[config.mk]
export PLATFORM = sky130hd
export DESIGN_NAME = busmaster_arb
export DESIGN_NICKNAME = d
export VERILOG_FILES = /design/src/rtl/busarb_pkg.sv /design/src/rtl/busarb_sync.sv /design/src/rtl/busarb_chain.sv /design/src/rtl/busarb_fsm.sv /design/src/rtl/busmaster_arb.sv
export SDC_FILE = /design/constraint.sdc
export NUM_CORES = 1
export LEC_CHECK = 0
export CAP_MARGIN = 15
export CORE_AREA = 2 2 39 41
export CTS_BUF_LIST = sky130_fd_sc_hd__clkbuf_8
export CTS_CLUSTER_DIAMETER = 150
export DETAILED_ROUTE_END_ITERATION = 7
export DIE_AREA = 0 0 41 43
export DONT_BUFFER_PORTS = 1
export GPL_TIMING_DRIVEN = 0
export HOLD_SLACK_MARGIN = 0.05
export REMOVE_ABC_BUFFERS = 1
export SLEW_MARGIN = 20
export SYNTH_ARGS = -nofsm -noshare
export SYNTH_HDL_FRONTEND = slang
export SYNTH_HIERARCHICAL = 1
export SYNTH_SLANG_ARGS = --single-unit
export TNS_END_PERCENT = 30
[constraint.sdc]
create_clock -name clk -period 1.3 [get_ports clk]
set_input_delay 0.39 -clock clk [delete_from_list [all_inputs] [get_ports clk]]
set_output_delay 0.39 -clock clk [all_outputs]
set_load 0.02 [all_outputs]
[src/rtl/busarb_pkg.sv]
package busarb_pkg;
  typedef enum logic [2:0] {
    ST_IDLE    = 3'd0,
    ST_REQUEST = 3'd1,
    ST_WAIT    = 3'd2,
    ST_OWN     = 3'd3,
    ST_RELEASE = 3'd4
  } arb_state_e;
endpackage

[src/rtl/busarb_sync.sv]
module busarb_sync #(
  parameter int WIDTH  = 3,
  parameter int STAGES = 2,
  parameter logic [WIDTH-1:0] RESET_VAL = '1
) (
  input  logic             clk,
  input  logic             rst_n,
  input  logic [WIDTH-1:0] d,
  output logic [WIDTH-1:0] q
);
  logic [WIDTH-1:0] chain [STAGES];

  generate
    for (genvar s = 0; s < STAGES; s++) begin : g_stage
      always_ff @(posedge clk or negedge rst_n) begin
        if (!rst_n) chain[s] <= RESET_VAL;
        else if (s == 0) chain[s] <= d;
        else chain[s] <= chain[(s == 0) ? 0 : s-1];
      end
    end
  endgenerate

  assign q = chain[STAGES-1];
endmodule

[src/rtl/busarb_chain.sv]
module busarb_chain (
  input  logic clk,
  input  logic rst_n,
  input  logic s_grant,
  input  logic idle_free,
  output logic passing,
  output logic bg_out_n
);
  // Once a grant is forwarded it stays forwarded until withdrawn upstream.
  always_ff @(posedge clk or negedge rst_n) begin
    if (!rst_n) passing <= 1'b0;
    else passing <= s_grant & (passing | idle_free);
  end

  assign bg_out_n = ~passing;
endmodule

[src/rtl/busarb_fsm.sv]
module busarb_fsm
  import busarb_pkg::*;
(
  input  logic       clk,
  input  logic       rst_n,
  input  logic       need_bus,
  input  logic       xfer_done,
  input  logic       s_grant,
  input  logic       s_bgack_busy,
  input  logic       s_dtack_busy,
  input  logic       passing,
  output arb_state_e state,
  output logic       br_oe,
  output logic       bgack_oe,
  output logic       granted
);
  arb_state_e nxt;
  logic       own_first;

  always_comb begin
    nxt = state;
    unique case (state)
      ST_IDLE:    if (need_bus) nxt = ST_REQUEST;
      ST_REQUEST: begin
        if (!need_bus) nxt = ST_IDLE;
        else if (s_grant && !passing) nxt = ST_WAIT;
      end
      ST_WAIT: begin
        if (!need_bus) nxt = ST_IDLE;
        else if (!s_grant) nxt = ST_REQUEST;
        else if (!s_bgack_busy && !s_dtack_busy) nxt = ST_OWN;
      end
      ST_OWN:     if (xfer_done) nxt = ST_RELEASE;
      ST_RELEASE: nxt = ST_IDLE;
      default:    nxt = ST_IDLE;
    endcase
  end

  always_ff @(posedge clk or negedge rst_n) begin
    if (!rst_n) begin
      state     <= ST_IDLE;
      own_first <= 1'b0;
    end else begin
      state     <= nxt;
      own_first <= (nxt == ST_OWN) && (state != ST_OWN);
    end
  end

  assign br_oe    = (state == ST_REQUEST) || (state == ST_WAIT) ||
                    ((state == ST_OWN) && own_first);
  assign bgack_oe = (state == ST_OWN);
  assign granted  = (state == ST_OWN);
endmodule

[src/rtl/busmaster_arb.sv]
module busmaster_arb
  import busarb_pkg::*;
#(
  parameter int SYNC_STAGES = 2
) (
  input  logic clk,
  input  logic rst_n,
  input  logic need_bus,
  input  logic xfer_done,
  output logic granted,
  output logic br_oe,
  input  logic bg_in_n,
  output logic bg_out_n,
  input  logic bgack_n_in,
  output logic bgack_oe,
  input  logic dtack_n_in
);
  localparam int NPINS = 3;

  logic [NPINS-1:0] pins_n, pins_sync_n;
  logic s_grant, s_bgack_busy, s_dtack_busy;
  logic passing, idle_free;
  arb_state_e state;

  assign pins_n = {dtack_n_in, bgack_n_in, bg_in_n};

  busarb_sync #(.WIDTH(NPINS), .STAGES(SYNC_STAGES), .RESET_VAL('1)) u_sync (
    .clk(clk), .rst_n(rst_n), .d(pins_n), .q(pins_sync_n)
  );

  assign s_grant      = ~pins_sync_n[0];
  assign s_bgack_busy = ~pins_sync_n[1];
  assign s_dtack_busy = ~pins_sync_n[2];

  assign idle_free = (state == ST_IDLE) && !need_bus;

  busarb_chain u_chain (
    .clk(clk), .rst_n(rst_n), .s_grant(s_grant), .idle_free(idle_free),
    .passing(passing), .bg_out_n(bg_out_n)
  );

  busarb_fsm u_fsm (
    .clk(clk), .rst_n(rst_n), .need_bus(need_bus), .xfer_done(xfer_done),
    .s_grant(s_grant), .s_bgack_busy(s_bgack_busy), .s_dtack_busy(s_dtack_busy),
    .passing(passing), .state(state), .br_oe(br_oe), .bgack_oe(bgack_oe),
    .granted(granted)
  );
endmodule

After elaboration in Yosys (flattened, before gate mapping)
Index checks and enable logic that the tools add are counted. W data, S select, Z words.

Output and inout bits: 4. Input port bits: 7. Register bits: 11.

Muxes and demuxes: 8. Eq/ne operators: 5. Bitwise operators: 4. Reductions and logical operators: 10.

Operators with widths (count): $mux W3 (7); $pmux W3 S4 (1); $eq A3 B2 Y1 const B (3); $logic_and A1 B1 Y1 (5); $eq A3 B1 Y1 const B (1); $logic_not A3 Y1 (1); $ne A3 B2 Y1 const B (1); $logic_not A1 Y1 (2); $logic_or A1 B1 Y1 (2); $not A1 Y1 (2); $and A1 B1 Y1 (1); $or A1 B1 Y1 (1).

Logic depth before layout (Yosys ltp)
Depth after elaboration: 7. Mapped depth: 5.

Cells and area by module
The synthesis kept the hierarchy.

By module, submodules not included: busarb_fsm (cells each 26, sequential area each 100.1 sq um, area each 234.0 sq um, instances 1); busarb_sync (cells each 9, sequential area each 157.7 sq um, area each 180.2 sq um, instances 1); busarb_chain (cells each 3, sequential area each 25.0 sq um, area each 36.3 sq um, instances 1); busmaster_arb (cells each 4, sequential area each 0.0 sq um, area each 23.8 sq um, instances 1).

Worst setup path after synthesis
No wires, ideal clock.

Path kind: register -> output. Start point: register u_fsm.state[1]. End point: output port br_oe. Arrival: 1.084 ns. Path buffers: 1. Cell stages (with the launch flop): 5. Data required time: 0.910 ns. Path slack: -0.174 ns. Cell sequence: dfrtp_1 > buf_6 > nand2_1 > nor2_1 > nor3_1.

Longest elaborated chain between the ends: 3. Elaborated cells between the ends (all ways): 6. Those cells by class: eq/ne: 3; reduce/logical: 3.

RTL lines: from (decl) (RTL line busarb_fsm.sv:12) `output arb_state_e state,`; from (signal assigned) (RTL line busarb_fsm.sv:44) `state <= nxt;`; $eq A3 B1 Y1 (tied with other cells) (RTL line busarb_fsm.sv:49) `assign br_oe = (state == ST_REQUEST) || (state == ST_WAIT) ||`; $logic_or A1 B1 Y1 or $logic_and A1 B1 Y1 (tied branches) (RTL line busarb_fsm.sv:49, busarb_fsm.sv:50); $logic_or A1 B1 Y1 * (RTL line busarb_fsm.sv:49); to (decl) (RTL line busmaster_arb.sv:11) `output logic br_oe,`.

Mark *: on every way between the ends. The rest lies on a longest branch, timed or not.

Worst setup path in the final report
Start point: register u_fsm.state[2]. End point: output port bgack_oe.

Longest elaborated chain between the ends: 1.

RTL lines: $eq A3 B2 Y1 (RTL line busarb_fsm.sv:51) `assign bgack_oe = (state == ST_OWN);`; to (decl) (RTL line busmaster_arb.sv:15) `output logic bgack_oe,`.

Every way passes these cells.

==> metrics <==
status finished, violations left; failing checks setup timing; clock tree buffer depth 2; die footprint 1763 µm²; area growth from synthesis to final layout 18.21%; number of global-route vias before repair roughly 270; portion of total power attributed to the clock network 0.399; Remaining DRCs 0; initial core utilization 0.3427; Max-Cap Viols 0; Least-Margin Pin Slew 0.4599 ns; Overflow after GRT 0; fraction of the core area covered by cells at the end of the flow 0.4051; commonest register cell after synthesis sky130_fd_sc_hd__dfstp_2; count of routing violations after the opening detailed-route iteration 1; fillcell total ~140; fraction of power spent switching nets 0.2401; switching power summed over all nets just under 200 µW; routability cong. 0.6788; clock tree from TritonCTS done; count of nets after finishing between 50 and 60; total of endpoints with negative setup slack in the final report 3; final clock skew 0.005039 ns; synth warn 6; total core area around 1400 µm²; number of storage elements in the synthesis netlist 11; mean instance size in the synthesized netlist approximately 11 µm²; post-synthesis instance area roughly 470 µm²; post-detailed-placement half-perimeter wirelength ~450 µm; cell area power density 1458 nW/µm²; number of antenna repair diodes 0; share of async-settable or async-resettable flops after synthesis 1.000; antenna-violating nets left 0; post-placement setup slack -0.2177 ns; buffer type at the clock tree root sky130_fd_sc_hd__clkbuf_8; count of port buffers added during placement 0; crit path capture type primary output; CP Class reg -> out; final worst-path setup slack -0.1390 ns; crit-path max FO 3; proportion of power drawn by flip-flops and latches 0.480; worst skew pair latency 0.24 ns; drt total wl 687 µm; Max Fclk slightly below 0.7 GHz; number of antenna violations at the first check in global routing 0; power share of the combinational group 0.121; CP Data Required Time approximately 0.9 ns; Worst slew margin 0.6924; combined flip-flop and latch cell area between 200 and 300 µm²; crit share post-route 1.107; number of placement rows 14; Int Pwr 621.0 µW; I/O pin count 11; static power due to leakage 0.0002502 µW; final critical path time including I/O delays and setup 1.439 ns; routed vias between 200 and 300; CTS clk-pin slew, worst paths ~0.050 ns; first-pass GRT wire length 1083 µm; number of clock sinks 11; number of hold-slack violations in the final timing report 0; final setup TNS -0.3978 ns; vias per cell approximately 4.8; Unique masters post-synth 18; FF-to-FF setup slack between 0.1 and 0.15 ns; maximum level of the CTS H-tree 1; fin. max-slew vios 0; layout cells sized above 1 0.4783; worst-case vdd ir drop between 0.7 and 0.8 mV; cts bufs inserted 3; worst endpoint data arrival time around 1.1 ns; Pre-Repair DR Iteration Count 2; die boundary width approximately 40 µm; Total GRT Usage 0.1101; Post-synth EDFFs 0; RSZ-0062 raised after global routing true; height of the chip ~43 µm; largest net degree at the start of global routing 12; Worst Hold Class in -> reg; area of the multi-input gates ~140 µm²; DR WL/cell around 11 µm; Pwr Total between 800 and 900 µW; nature of the critical path startpoint flip-flop; leading cell types in the layout, fill and taps excluded 6 x sky130_fd_sc_hd__inv_1, 6 x sky130_fd_sc_hd__dfstp_2, 4 x sky130_fd_sc_hd__buf_4; part of the Yosys area used for sequential elements 0.5963; Syn Inst Count 42
==> final cells by class <==
cell class | instances | area share
clock buffers | 3 | 0.07366
clock inverters | 1 | 0.006696
multi-input cells | 20 | 0.2567
flip-flops and latches | 11 | 0.5112
inverters | 6 | 0.04464
repair buffers | 5 | 0.07143
well taps | 16 | 0.03571
==> metal layers <==
metal | global-route usage | wire (µm) | vias to the layer above
met3 | 0.07853 | 55 | 5
met5 | 0 | 0 | -
met2 | 0.1344 | 317 | 11
met4 | 0.1400 | 38 | 0
li1 | - | - | 139
met1 | 0.09797 | 276 | 141
==> Yosys cell counts, types with 2 or more instances <==
cell | count | area share
sky130_fd_sc_hd__nand2_1 | 3 | 0.024
sky130_fd_sc_hd__o21a_1 | 2 | 0.032
sky130_fd_sc_hd__buf_4 | 4 | 0.063
sky130_fd_sc_hd__dfstp_2 | 6 | 0.33
sky130_fd_sc_hd__o22ai_1 | 2 | 0.026
sky130_fd_sc_hd__nor2b_1 | 2 | 0.026
sky130_fd_sc_hd__nor2_1 | 3 | 0.024
sky130_fd_sc_hd__inv_1 | 6 | 0.047
sky130_fd_sc_hd__dfrtp_1 | 5 | 0.26
==> power by group through the flow <==
stage	registers, µW	logic [µW]	clock network, µW
after global placement	398	64.5	0
final	392	98.7	326
after floorplan	393	58.8	0
after detailed placement	398	65.7	0
after global routing	395	109	357
after CTS	391	97.2	345
==> metrics by stage <==
stage	cell area (µm²)	instances	hold WS [ns]
final	560.5	62	0.1516
after global routing	560.5	62	0.1376
after CTS	548.0	61	0.1426
after detailed placement	452.9	53	0.09474
after global placement	452.9	53	0.09469
after floorplan	432.9	37	0.09441
==> critical path, stage by stage, from the launching register on <==
cell and delay (ns):
sky130_fd_sc_hd__dfrtp_2 0.42, sky130_fd_sc_hd__nand3b_1 0.23, sky130_fd_sc_hd__inv_4 0.16
==> logic make-up after synthesis <==
group / after synthesis / synth area share
and+or+nand+nor: 14 / 0.1847
DFF: 11 / 0.5963
buffers and inverters: 11 / 0.1346
AOI/OAI and AO/OA: 6 / 0.08442
==> sequential cells by signal, indices dropped and copies added, names as in the netlist <==
name / cells
u_sync/chain: 3
u_fsm/state: 3
u_sync/q: 3
u_fsm/own_first: 1
u_chain/passing: 1
==> path summary, 6_finish.rpt <==
| check | from | endpoint | cells after the start |
|---|---|---|---|
| min in group asynchronous | rst_n | u_fsm/own_first$_DFF_PN0_ | 1 |
| worst min register to register | u_sync/chain[3]$_DFF_PN1_ | u_sync/q[0]$_DFF_PN1_ | 0 |
| max in group asynchronous | rst_n | u_sync/chain[3]$_DFF_PN1_ | 1 |
| worst max register to register | u_fsm/state[2]$_DFF_PN0_ | u_fsm/state[1]$_DFF_PN0_ | 4 |
| worst min-delay path | dtack_n_in | u_sync/chain[5]$_DFF_PN1_ | 0 |
| worst max-delay path | u_fsm/state[2]$_DFF_PN0_ | bgack_oe | 2 |
==> repair_timing <==
item                                    in CTS  in global routing
hold buffers                                 1                  0
endpoints found under the setup margin       3                  3
setup buffers                                3                  1
pin swaps                                    2                  0
resized for setup                            7                  2
hold endpoints to repair                    11                  0
(Power assumes the default switching activity.)
